<file path="src/rtl/ivt_pkg.sv">
package ivt_pkg;
  localparam int BYTE_W = 8;
  localparam int CNT_W  = 2 * BYTE_W;
  localparam int NCH    = 3;
  localparam int AW     = 2;

  typedef enum logic [1:0] {
    ACC_NONE = 2'b00,
    ACC_LO   = 2'b01,
    ACC_HI   = 2'b10,
    ACC_LOHI = 2'b11
  } acc_e;

  typedef struct packed {
    logic [1:0] chan;
    acc_e       acc;
    logic [2:0] opmode;
    logic       bcd;
  } ctrl_t;

  localparam logic [BYTE_W-1:0] CTRL_RST = 8'h04;
  localparam logic [AW-1:0]     CTRL_ADR = 2'd3;
endpackage

</file>
<file path="src/rtl/ivt_regif.sv">
module ivt_regif
  import ivt_pkg::*;
(
  input  logic                        clk,
  input  logic                        rst_n,
  input  logic                        bus_sel,
  input  logic                        bus_wr,
  input  logic [AW-1:0]               bus_addr,
  input  logic [BYTE_W-1:0]           bus_wdata,
  input  logic [NCH-1:0][CNT_W-1:0]   cnt_i,
  output logic [NCH-1:0]              ld_lo,
  output logic [NCH-1:0]              ld_hi,
  output logic [BYTE_W-1:0]           rdata,
  output logic [BYTE_W-1:0]           ctrl_o,
  output logic                        bcd_err
);
  logic [BYTE_W-1:0] ctrl_q, ctrl_d;
  logic              err_q, err_d;
  acc_e              acc_q [NCH];
  acc_e              acc_d [NCH];
  logic [NCH-1:0]    hi_q, hi_d;

  ctrl_t             cw;
  logic [1:0]        tgt;
  logic              ctrl_wr;
  logic [NCH-1:0]    hit, sel_lo, sel_hi;
  logic [BYTE_W-1:0] rd_byte [NCH];

  assign cw      = ctrl_t'(bus_wdata);
  assign tgt     = (cw.chan == 2'd3) ? 2'd0 : cw.chan;
  assign ctrl_wr = bus_sel && bus_wr && (bus_addr == CTRL_ADR);

  // byte selection per channel
  always_comb begin
    for (int i = 0; i < NCH; i++) begin
      hit[i]    = bus_sel && (bus_addr == AW'(i));
      sel_lo[i] = (acc_q[i] == ACC_LO)   || ((acc_q[i] == ACC_LOHI) && !hi_q[i]);
      sel_hi[i] = (acc_q[i] == ACC_HI)   || ((acc_q[i] == ACC_LOHI) &&  hi_q[i]);
      ld_lo[i]  = hit[i] && bus_wr && sel_lo[i];
      ld_hi[i]  = hit[i] && bus_wr && sel_hi[i];
      if (sel_hi[i])
        rd_byte[i] = cnt_i[i][CNT_W-1:BYTE_W];
      else if (sel_lo[i])
        rd_byte[i] = cnt_i[i][BYTE_W-1:0];
      else
        rd_byte[i] = '0;
    end
  end

  // next state
  always_comb begin
    ctrl_d = ctrl_q;
    err_d  = err_q;
    hi_d   = hi_q;
    for (int i = 0; i < NCH; i++) acc_d[i] = acc_q[i];
    if (ctrl_wr) begin
      ctrl_d = bus_wdata;
      err_d  = cw.bcd;
    end
    for (int i = 0; i < NCH; i++) begin
      if (ctrl_wr && !cw.bcd && (tgt == 2'(i))) begin
        acc_d[i] = cw.acc;
        hi_d[i]  = 1'b0;
      end else if (hit[i] && (acc_q[i] == ACC_LOHI)) begin
        hi_d[i]  = 1'b1;
      end
    end
  end

  always_ff @(posedge clk or negedge rst_n) begin
    if (!rst_n) begin
      ctrl_q <= CTRL_RST;
      err_q  <= 1'b0;
      hi_q   <= '0;
      for (int i = 0; i < NCH; i++) acc_q[i] <= ACC_NONE;
    end else begin
      ctrl_q <= ctrl_d;
      err_q  <= err_d;
      hi_q   <= hi_d;
      for (int i = 0; i < NCH; i++) acc_q[i] <= acc_d[i];
    end
  end

  // read mux
  always_comb begin
    rdata = '0;
    if (bus_sel && !bus_wr) begin
      if (bus_addr == CTRL_ADR) begin
        rdata = ctrl_q;
      end else begin
        for (int i = 0; i < NCH; i++)
          if (bus_addr == AW'(i)) rdata = rd_byte[i];
      end
    end
  end

  assign ctrl_o  = ctrl_q;
  assign bcd_err = err_q;
endmodule

</file>
<file path="src/rtl/ivt_chan.sv">
module ivt_chan
  import ivt_pkg::*;
(
  input  logic              clk,
  input  logic              rst_n,
  input  logic              tick_en,
  input  logic              ld_lo,
  input  logic              ld_hi,
  input  logic [BYTE_W-1:0] wbyte,
  output logic [CNT_W-1:0]  cnt_o,
  output logic [CNT_W-1:0]  rld_o,
  output logic              tc_o
);
  logic [CNT_W-1:0] cnt_q, cnt_d;
  logic [CNT_W-1:0] rld_q, rld_d;
  logic             run_q, run_d;
  logic             at_one;

  assign at_one = (cnt_q == CNT_W'(1));
  assign tc_o   = run_q && tick_en && at_one && !ld_hi;

  always_comb begin
    rld_d = rld_q;
    cnt_d = cnt_q;
    run_d = run_q;
    if (ld_lo) rld_d[BYTE_W-1:0]     = wbyte;
    if (ld_hi) rld_d[CNT_W-1:BYTE_W] = wbyte;
    if (ld_hi) begin
      cnt_d = rld_d;
      run_d = (rld_d != '0);
    end else if (run_q && tick_en) begin
      cnt_d = at_one ? rld_q : cnt_q - CNT_W'(1);
    end
  end

  always_ff @(posedge clk or negedge rst_n) begin
    if (!rst_n) begin
      cnt_q <= '0;
      rld_q <= '0;
      run_q <= 1'b0;
    end else begin
      cnt_q <= cnt_d;
      rld_q <= rld_d;
      run_q <= run_d;
    end
  end

  assign cnt_o = cnt_q;
  assign rld_o = rld_q;
endmodule

</file>
<file path="src/rtl/ivt_pend.sv">
module ivt_pend #(
  parameter int PEND_W = 4
) (
  input  logic              clk,
  input  logic              rst_n,
  input  logic              inc,
  input  logic              dec,
  output logic [PEND_W-1:0] cnt_o,
  output logic              irq_o
);
  localparam logic [PEND_W-1:0] PMAX = '1;

  logic [PEND_W-1:0] cnt_q, cnt_d;
  logic              cnt_en;

  always_comb begin
    cnt_d  = cnt_q;
    cnt_en = 1'b0;
    if (inc && !dec && (cnt_q != PMAX)) begin
      cnt_d  = cnt_q + PEND_W'(1);
      cnt_en = 1'b1;
    end else if (dec && !inc && (cnt_q != '0)) begin
      cnt_d  = cnt_q - PEND_W'(1);
      cnt_en = 1'b1;
    end
  end

  always_ff @(posedge clk or negedge rst_n) begin
    if (!rst_n)      cnt_q <= '0;
    else if (cnt_en) cnt_q <= cnt_d;
  end

  assign cnt_o = cnt_q;
  assign irq_o = (cnt_q != '0);
endmodule

</file>
<file path="src/rtl/ivt_timer3.sv">
module ivt_timer3
  import ivt_pkg::*;
#(
  parameter int PEND_W = 4
) (
  input  logic              clk,
  input  logic              rst_n,
  input  logic              tick_en,
  input  logic              bus_sel,
  input  logic              bus_wr,
  input  logic [AW-1:0]     bus_addr,
  input  logic [BYTE_W-1:0] bus_wdata,
  output logic [BYTE_W-1:0] bus_rdata,
  input  logic              irq_ack,
  output logic              irq,
  output logic              bcd_err
);
  logic [NCH-1:0][CNT_W-1:0] cnt_w;
  logic [NCH-1:0][CNT_W-1:0] rld_w;
  logic [NCH-1:0]            tc_w, ld_lo_w, ld_hi_w;
  logic [BYTE_W-1:0]         ctrl_w;
  logic [PEND_W-1:0]         pend_w;

  ivt_regif u_regif (
    .clk(clk), .rst_n(rst_n),
    .bus_sel(bus_sel), .bus_wr(bus_wr), .bus_addr(bus_addr), .bus_wdata(bus_wdata),
    .cnt_i(cnt_w), .ld_lo(ld_lo_w), .ld_hi(ld_hi_w),
    .rdata(bus_rdata), .ctrl_o(ctrl_w), .bcd_err(bcd_err)
  );

  for (genvar g = 0; g < NCH; g++) begin : g_chan
    ivt_chan u_chan (
      .clk(clk), .rst_n(rst_n), .tick_en(tick_en),
      .ld_lo(ld_lo_w[g]), .ld_hi(ld_hi_w[g]), .wbyte(bus_wdata),
      .cnt_o(cnt_w[g]), .rld_o(rld_w[g]), .tc_o(tc_w[g])
    );
  end

  ivt_pend #(.PEND_W(PEND_W)) u_pend (
    .clk(clk), .rst_n(rst_n), .inc(tc_w[0]), .dec(irq_ack),
    .cnt_o(pend_w), .irq_o(irq)
  );
endmodule

</file>
<file path="config.mk">
export PLATFORM = sky130hd
export DESIGN_NAME = ivt_timer3
export DESIGN_NICKNAME = d
export VERILOG_FILES = /design/src/rtl/ivt_pkg.sv /design/src/rtl/ivt_regif.sv /design/src/rtl/ivt_chan.sv /design/src/rtl/ivt_pend.sv /design/src/rtl/ivt_timer3.sv
export SDC_FILE = /design/constraint.sdc
export NUM_CORES = 1
export LEC_CHECK = 0
export ABC_AREA = 1
export ABC_CLOCK_PERIOD_IN_PS = 6420
export BUFFER_PORTS_ARGS = -buffer_cell sky130_fd_sc_hd__buf_2
export CORE_AREA = 2 2 147 91
export CTS_CLUSTER_SIZE = 28
export DETAILED_ROUTE_END_ITERATION = 10
export DIE_AREA = 0 0 149 93
export PLACE_DENSITY = 0.77
export SLEW_MARGIN = 20
export SYNTH_ARGS = -nofsm -noshare
export SYNTH_HDL_FRONTEND = slang
export SYNTH_SLANG_ARGS = --single-unit
</file>
<file path="constraint.sdc">
create_clock -name clk -period 6.42 [get_ports clk]
set_input_delay 1.284 -clock clk [delete_from_list [all_inputs] [get_ports clk]]
set_output_delay 1.284 -clock clk [all_outputs]
set_load 0.01 [all_outputs]
</file>
==> Word level (Yosys, flattened, before mapping) <==
Cells that the tools add are included.
{ "word_totals": {"register_bits": 121, "in_bits": 16, "output_inout_bits": 10, "wordCells": 144} }
{ "classes": {"addsub": 5, "n_eq_ne": 19, "mux": 37, "n_reduce_logical": 65} }
{ "ops": {"columns": ["op", "count"], "rows": [
  ["$mux 16", 9],
  ["$mux 8", 17],
  ["$eq 16x1->1 const B", 3],
  ["$reduce_bool 16->1", 3],
  ["$sub 16x1->16 const B", 3],
  ["$logic_and 1x1->1", 37],
  ["$eq 2x2->1 const B", 10],
  ["$reduce_bool 2->1", 7],
  ["$eq 2x1->1 const B", 5],
  ["$logic_not 1->1", 8],
  ["$mux 1", 8],
  ["$mux 4", 2],
  ["$logic_or 1x1->1", 6],
  ["$add 4x1->4 const B", 1],
  ["$logic_not 2->1", 2],
  ["$ne 4x4->1 const B", 1],
  ["$reduce_bool 4->1", 1],
  ["$sub 4x1->4 const B", 1],
  ["$mux 2", 1],
  ["$reduce_and 2->1", 1]
]} }

==> Longest topological paths before layout <==
Gate-level depths: netlist (run 1).
{ "logic_depth": {"depth_word": 12, "ltp_mapped": 15, "mapped_depth_nobuf": 15} }

==> By module <==
A second synthesis (run 1) with hierarchy kept.
{ "unflattened": {"cells_unflattened": 1270, "hier_area_um2": 8458.1} }
{ "modules_own_cells": {"columns": ["module", "n_inst", "cells_each", "area_each_um2", "seq_area_each_um2"], "rows": [
  ["ivt_chan", 3, 331, 2232.1, 825.8],
  ["ivt_regif", 1, 231, 1446.4, 426.7],
  ["ivt_pend", 1, 46, 315.3, 100.1]
]} }

==> Least setup slack after synthesis (run 1) <==
No wires, ideal clock.
{ "synth_timing": {"path_type": "input port to output port", "start": "input bus_addr[0]", "end": "output bus_rdata[1]", "arrival_ns": 2.075, "slack_ns": 3.061, "cell_stages": 7, "path_cell_list": "buf_4 > inv_2 > nand2_4 > inv_1 > o221ai_1 > nand2_1 > nor3_1"} }
{ "synth_between": {"elab_chain_len": 6} }
{ "synth_lines": {"columns": ["item", "line", "rtl"], "rows": [
  ["start: declaration", "ivt_timer3.sv:11", "input logic [AW-1:0] bus_addr,"],
  ["$logic_not 2->1", "ivt_regif.sv:92", "if (bus_addr == AW'(i)) rdata = rd_byte[i];"],
  ["$mux 8 (3 in a row)", "ivt_regif.sv:92", null],
  ["$mux 8 *", "ivt_regif.sv:88", "if (bus_addr == CTRL_ADR) begin"],
  ["$mux 8 *", "ivt_regif.sv:87", "if (bus_sel && !bus_wr) begin"],
  ["end: declaration", "ivt_timer3.sv:13", "output logic [BYTE_W-1:0] bus_rdata,"]
]} }
Every way passes the cells marked *; elsewhere a longest branch is shown, timed or not.

==> Worst setup path in the final report (run 1) <==
{ "layout_timing": {"start": "input bus_sel", "end": "output bus_rdata[2]"} }
{ "layout_between": {"elab_chain_len": 2} }
{ "layout_lines": {"columns": ["item", "line", "rtl"], "rows": [
  ["start: declaration", "ivt_timer3.sv:9", "input logic bus_sel,"],
  ["$logic_and 1x1->1", "ivt_regif.sv:87", null],
  ["$mux 8", "ivt_regif.sv:87", null]
]} }
No other way between the ends.

==> impl_metrics.py, run 1 <==
metrics = {
    "floorplanning": {
        "rows": 32,
        "die_w_um": 149,
        "core_area_sq_um": 12600,
        "dieHeight_um": 93,
        "initial_core_util_pct": 58.8,
        "die_area_sq_um": 13900,
        "io_pins": 26,
    },
    "yosys": {
        "synthAdderAreaFrac_pct": 1.96,
        "synth_nets": 1042,
        "synth_mux_area_share_pct": 0,
        "avgSynthCellArea_sq_um": 7.28,
        "synth_area_sq_um": 7390,
        "synth_async_sr_flop_share_pct": 100,
        "synth_top_family_by_area": "simple AND/OR/NAND/NOR gates",
        "synthTopCellsByArea": "dfrtp_1 40%, nand2_1 14%, o21ai_0 6.4%",
        "synth_ff_type": "dfrtp_1",
        "yosysMostFrequentCell": "nand2_1",
        "synth-xor-area-share_pct": 2.49,
        "synthSimpleGateAreaFrac_pct": 29.8,
        "synth_compound_area_share_pct": 16.6,
        "yosysTopAreaCell": "dfrtp_1",
        "ys_ff_latch": 120,
        "synth-edff-count": 0,
        "synth_common_cells": "271 x nand2_1, 122 x inv_1, 119 x dfrtp_1",
        "synth.top_cell.area_share_pct": 40.3,
        "ys_warn_count": 0,
        "yosys.cell_types.count": 38,
        "syn_inst": 1015,
        "ys_seq_area_share_pct": 40.6,
    },
    "route": {
        "avgViaCountPerCell": 6.00,
        "via_count": 7312,
        "drc": 0,
        "routed_wl_um": 23000,
        "wl_per_cell_um": 18.9,
        "ant_nets": 0,
        "drt_iter0_drc": 1108,
        "first_pass_iters": 6,
    },
    "sta": {
        "hold_viol": 0,
        "finalSetupViolations": 0,
        "skew_ns": 0.00513,
        "period_share_pct": 63.2,
        "maxSlewViolCount": 0,
        "rsz0062_at_grt": "no",
        "max_freq_mhz": 247,
        "layout_min_cycle_time_ns": 4.06,
        "relSlewSlack_pct": 40.5,
        "setup_tns_ns": 0,
        "worstMarginPinSlew_ns": 0.890,
    },
    "grt": {
        "grt_pass1_wl_um": 36400,
        "antenna_found_initial": 0,
        "grt_pass1_vias": 6515,
        "track_usage_pct": 34.9,
        "grt_max_degree": 64,
        "overflow": 0,
    },
    "cells_and_area": {
        "area_growth_pct": 11.3,
        "fill_cells": 1106,
        "final_nets": 1064,
        "post-route-util_pct": 65.4,
        "antenna_cells": 0,
        "drive_above_1_share_pct": 8.58,
        "design_area_sq_um": 8220,
        "stdcell_count": 1219,
    },
    "placement": {
        "place_area_sq_um": 7600,
        "placedCellCount": 1188,
        "hpwl_um": 16600,
        "finalWeightedCongestion": 0.981,
        "port_buffers": 25,
    },
    "critical_path": {
        "r2r-start": "u_regif.acc_q[4]$_DFFE_PN0P_",
        "setup.worst_path.start": "bus_sel",
        "startpoint_type": "input port",
        "path_class": "in2out",
        "worstPathRequired_ns": 5.14,
        "end_kind": "output port",
        "crit_fanout": 8,
        "arrival_ns": 2.77,
    },
    "power": {
        "vdd_drop_max_v": 0.000226,
        "powerDensity_nw_per_um2": 434,
        "power.leakage_nw": 4.17,
    },
    "clocking": {
        "postCtsHoldBufs": 0,
        "cts_tree": "done",
        "path_clk_slew_ns": 0.05,
        "clockRootBuffer": "clkbuf_16",
        "cts_setup_buffers": 0,
        "cts_buffers": 17,
        "clock_latency_ns": 0.42,
        "clock_sinks": 120,
        "cts_buffer_depth": 2,
        "cts_resized": 0,
        "htree_levels": 4,
    },
    "run_status": {
        "status": "finished, final reports clean",
    },
    "worst_hold_path": {
        "hold_start": "u_regif.ctrl_o[2]$_DFFE_PN1P_",
        "hold_class": "reg2reg",
    },
    "job": {
        "max_cap_viol_count": 0,
    },
}
==> through the flow <==
stage / power, mW / hold slack (ns) / worst slack (ns)
5_1_grt: 3.79 / 0.510 / 2.26
3_3_place_gp: 2.46 / 0.464 / 2.58
2_1_floorplan: 2.11 / 0.441 / 3.06
3_5_place_dp: 2.48 / 0.468 / 2.54
6_report: 3.57 / 0.484 / 2.36
4_1_cts: 3.52 / 0.477 / 2.54
==> report_power, final <==
group	switching, mW	internal, mW
Sequential	0.224	0.989
Combinational	0.889	0.444
Clock	0.361	0.666
==> worst max-delay path: stages <==
cell	delay (ns)
buf_2	0.15
inv_1	0.05
nor2_1	0.49
o21ai_0	0.22
nor3_1	0.37
buf_2	0.20
==> sequential cells by signal (all words and copies together) (netlist names) <==
register and cells:
u_regif.ctrl_o 8, u_regif.acc_q 6, g_chan.u_chan.cnt_o 48, u_pend.cnt_o 4
g_chan.u_chan.rld_o 48, u_regif.hi_q 3, g_chan.u_chan.run_q 3
==> layout by cell type (no fill, tap or decap), drive strengths merged, types with 16 or more instances in the layout <==
| cell | netlist | routed |
|---|---|---|
| a21oi | 16 | 16 |
| nand2 | 282 | 282 |
| dfrtp | 119 | 119 |
| o211ai | 28 | 28 |
| o21bai | 25 | 25 |
| o21ai | 98 | 98 |
| xor2 | 17 | 17 |
| inv | 128 | 128 |
| nand3 | 86 | 86 |
| buf | 15 | 26 |
| clkbuf | 8 | 19 |
| nor2 | 117 | 117 |
==> layer usage <==
layer | part of all wire [%] | track usage, % | vias up
li1 | - | - | 3395
met1 | 46 | 54.7 | 3393
met2 | 38 | 44.7 | 472
met3 | 15 | 12.7 | 52
met4 | 1.8 | 8.97 | 0
met5 | 0 | 0 | -
==> cell type report <==
| class | count | area, sq um | area share, % |
|---|---|---|---|
| Multi-Input combinational cell | 743 | 3760 | 45.7 |
| Tap cell | 170 | 213 | 2.59 |
| Clock buffer | 19 | 453 | 5.51 |
| Timing Repair Buffer | 26 | 135 | 1.64 |
| Clock inverter | 12 | 175 | 2.13 |
| Inverter | 129 | 484 | 5.89 |
| Sequential cell | 120 | 3000 | 36.5 |
==> kinds of logic after synthesis <==
kind of cell / count (synthesis)
fa+ha+maj: 11
xor+xnor: 21
simple gates: 509
flops: 120
compound gates: 202
buf+inv: 152
==> final timing paths <==
check | endpoint | slack (ns) | cells past startpoint
setup reg to reg | u_pend.cnt_o[3]$_DFFE_PN0P_ | 3.54 | 12
hold reg to reg | u_regif.ctrl_o[2]$_DFFE_PN1P_ | 0.48 | 2
min in group asynchronous | g_chan[0].u_chan.rld_o[12]$_DFF_PN0_ | 0.95 | 1
max in group asynchronous | g_chan[1].u_chan.cnt_o[0]$_DFFE_PN0P_ | 4.16 | 2
hold / removal | u_regif.ctrl_o[2]$_DFFE_PN1P_ | 0.48 | 2
setup / recovery | bus_rdata[2] | 2.36 | 6
Note: power is estimated with default switching activity, not from simulation.
==> run 2: changes to the inputs <==
--- a/config.mk
+++ b/config.mk
@@ -6,13 +6,13 @@
 export NUM_CORES = 1
 export LEC_CHECK = 0
 export ABC_AREA = 1
-export ABC_CLOCK_PERIOD_IN_PS = 6420
+export ABC_CLOCK_PERIOD_IN_PS = 3600
 export BUFFER_PORTS_ARGS = -buffer_cell sky130_fd_sc_hd__buf_2
-export CORE_AREA = 2 2 147 91
+export CORE_AREA = 2 2 151 94
 export CTS_CLUSTER_SIZE = 28
 export DETAILED_ROUTE_END_ITERATION = 10
-export DIE_AREA = 0 0 149 93
-export PLACE_DENSITY = 0.77
+export DIE_AREA = 0 0 153 96
+export PLACE_DENSITY = 0.76
 export SLEW_MARGIN = 20
 export SYNTH_ARGS = -nofsm -noshare
 export SYNTH_HDL_FRONTEND = slang
==> constraint.sdc (replaced) <==
create_clock -name clk -period 3.6 [get_ports clk]
set_input_delay 0.72 -clock clk [delete_from_list [all_inputs] [get_ports clk]]
set_output_delay 0.72 -clock clk [all_outputs]
set_load 0.01 [all_outputs]
==> impl_metrics.py, run 2 (synthesis results as in run 1) <==
metrics = {
    "run_status": {
        "status": "finished, final reports clean",
    },
    "grt": {
        "track_usage_pct": 32.8,
        "grt_pass1_vias": 6666,
        "antenna_found_initial": 0,
        "grt_pass1_wl_um": 36600,
        "overflow": 0,
        "grt_max_degree": 63,
    },
    "cells_and_area": {
        "antenna_cells": 0,
        "fill_cells": 1191,
        "drive_above_1_share_pct": 8.84,
        "final_nets": 1066,
        "layout_common_cells": "271 x nand2_1, 122 x inv_1, 119 x dfrtp_1, 104 x nor2_1, 94 x o21ai_0",
        "stdcell_count": 1227,
        "final_common_cell": "nand2_1",
        "area_growth_pct": 12.0,
    },
    "route": {
        "drt-met1-wl_um": 10600,
        "wl_per_cell_um": 18.6,
        "first_pass_iters": 6,
        "routed.top_layer": "met4",
        "wl_met2_um": 8280,
        "wl_met3_um": 3240,
        "routed_wl_um": 22800,
        "ant_nets": 0,
        "avgViaCountPerCell": 5.97,
        "via_count": 7320,
        "drt_iter0_drc": 1085,
        "drc": 0,
    },
    "clocking": {
        "cts_buffer_depth": 2,
        "clockRootBuffer": "clkbuf_16",
        "htree_levels": 4,
        "cts_setup_buffers": 0,
        "cts_resized": 0,
        "cts_buffers": 17,
        "cts_tree": "done",
        "clock_sinks": 120,
        "path_clk_slew_ns": 0.06,
        "postCtsHoldBufs": 0,
        "clock_latency_ns": 0.42,
    },
    "job": {
        "max_cap_viol_count": 0,
    },
    "floorplanning": {
        "dieHeight_um": 96,
        "rows": 33,
        "initial_core_util_pct": 55.4,
        "die_area_sq_um": 14700,
        "die_w_um": 153,
        "core_area_sq_um": 13300,
        "io_pins": 26,
    },
    "critical_path": {
        "startpoint_type": "flop",
        "path_class": "reg2out",
        "critical-path-max-stage-delay_ns": 0.44,
        "end_kind": "output port",
        "worstPathRequired_ns": 2.88,
        "path_cells": "inv_1 > nand2_1 > nand2_1 > inv_1 > o221ai_1 > o21ai_0 > nor3_1 > buf_2",
        "arrival_ns": 2.29,
        "path_buf_inv": 3,
        "cp_slowest_cell": "dfrtp_1",
        "crit_fanout": 9,
        "cp_top_family": "simple AND/OR/NAND/NOR gates",
    },
    "placement": {
        "placedCellCount": 1195,
        "finalWeightedCongestion": 0.982,
        "post-place-ws_ns": 0.446,
        "port_buffers": 25,
        "hpwl_um": 16600,
    },
    "sta": {
        "setup_ws_ns": 0.591,
        "layout_min_cycle_time_ns": 3.01,
        "rsz0062_at_grt": "no",
        "skew_ns": 0.0103,
        "relSlewSlack_pct": 42.0,
        "max_freq_mhz": 332,
        "finalSetupViolations": 0,
        "hold_viol": 0,
        "period_share_pct": 83.6,
        "worstMarginPinSlew_ns": 0.869,
        "setup_tns_ns": 0,
        "maxSlewViolCount": 0,
    },
    "power": {
        "vdd_drop_max_v": 0.000375,
        "power.leakage_nw": 4.20,
        "powerDensity_nw_per_um2": 778,
    },
    "worst_hold_path": {
        "hold_class": "in2async",
    },
}
## run 2: cell count changes in the layout (fill, tap and decap cells not counted), sizes merged
cell and delta:
clkinv -2, buf +2, clkbuf -1, clkinvlp -3
inv +7
## run 2: area by class of cell
cell class	count	area [sq um]	area share, %
Clock buffer	18	439	5.30
Sequential cell	120	3000	36.3
Inverter	129	484	5.85
Clock inverter	14	210	2.54
Timing Repair Buffer	28	163	1.96
Multi-Input combinational cell	743	3760	45.4
Tap cell	175	219	2.64
## run 2: final timing paths
path / startpoint / end / slack (ns) / depth (start not counted)
max in group asynchronous: rst_n / g_chan[1].u_chan.cnt_o[9]$_DFFE_PN0P_ / 2.39 / 2
worst max-delay path: u_regif.acc_q[2]$_DFFE_PN0P_ / bus_rdata[2] / 0.59 / 8
worst min register to register: u_regif.ctrl_o[2]$_DFFE_PN1P_ / u_regif.ctrl_o[2]$_DFFE_PN1P_ / 0.48 / 2
min in group clk: u_regif.ctrl_o[2]$_DFFE_PN1P_ / u_regif.ctrl_o[2]$_DFFE_PN1P_ / 0.48 / 2
worst min-delay path: rst_n / g_chan[0].u_chan.rld_o[10]$_DFF_PN0_ / 0.40 / 1
worst max register to register: u_regif.acc_q[4]$_DFFE_PN0P_ / u_pend.cnt_o[3]$_DFFE_PN0P_ / 0.82 / 12
## run 2: per-layer routing
layer / global-route usage, % / vias to the layer above
met5: 0 / -
met4: 13.0 / 0
met3: 10.9 / 72
met2: 40.7 / 532
met1: 50.8 / 3316
li1: - / 3400
## run 2: power by group
| part | internal [mW] | switching (mW) |
|---|---|---|
| clock network | 1.20 | 0.706 |
| logic | 0.798 | 1.57 |
| registers | 1.76 | 0.398 |
| total | 3.76 | 2.68 |
## run 2: stage by stage
step	hold WS (ns)	power [mW]	utilization, %	area (sq um)
global placement	0.456	4.38	57.2	7630
finish	0.399	6.44	62.1	8280
global route	0.465	6.84	62.1	8280
floorplan	0.424	3.76	-	7390
CTS	0.439	6.34	62.1	8280
detailed placement	0.465	4.42	57.2	7630
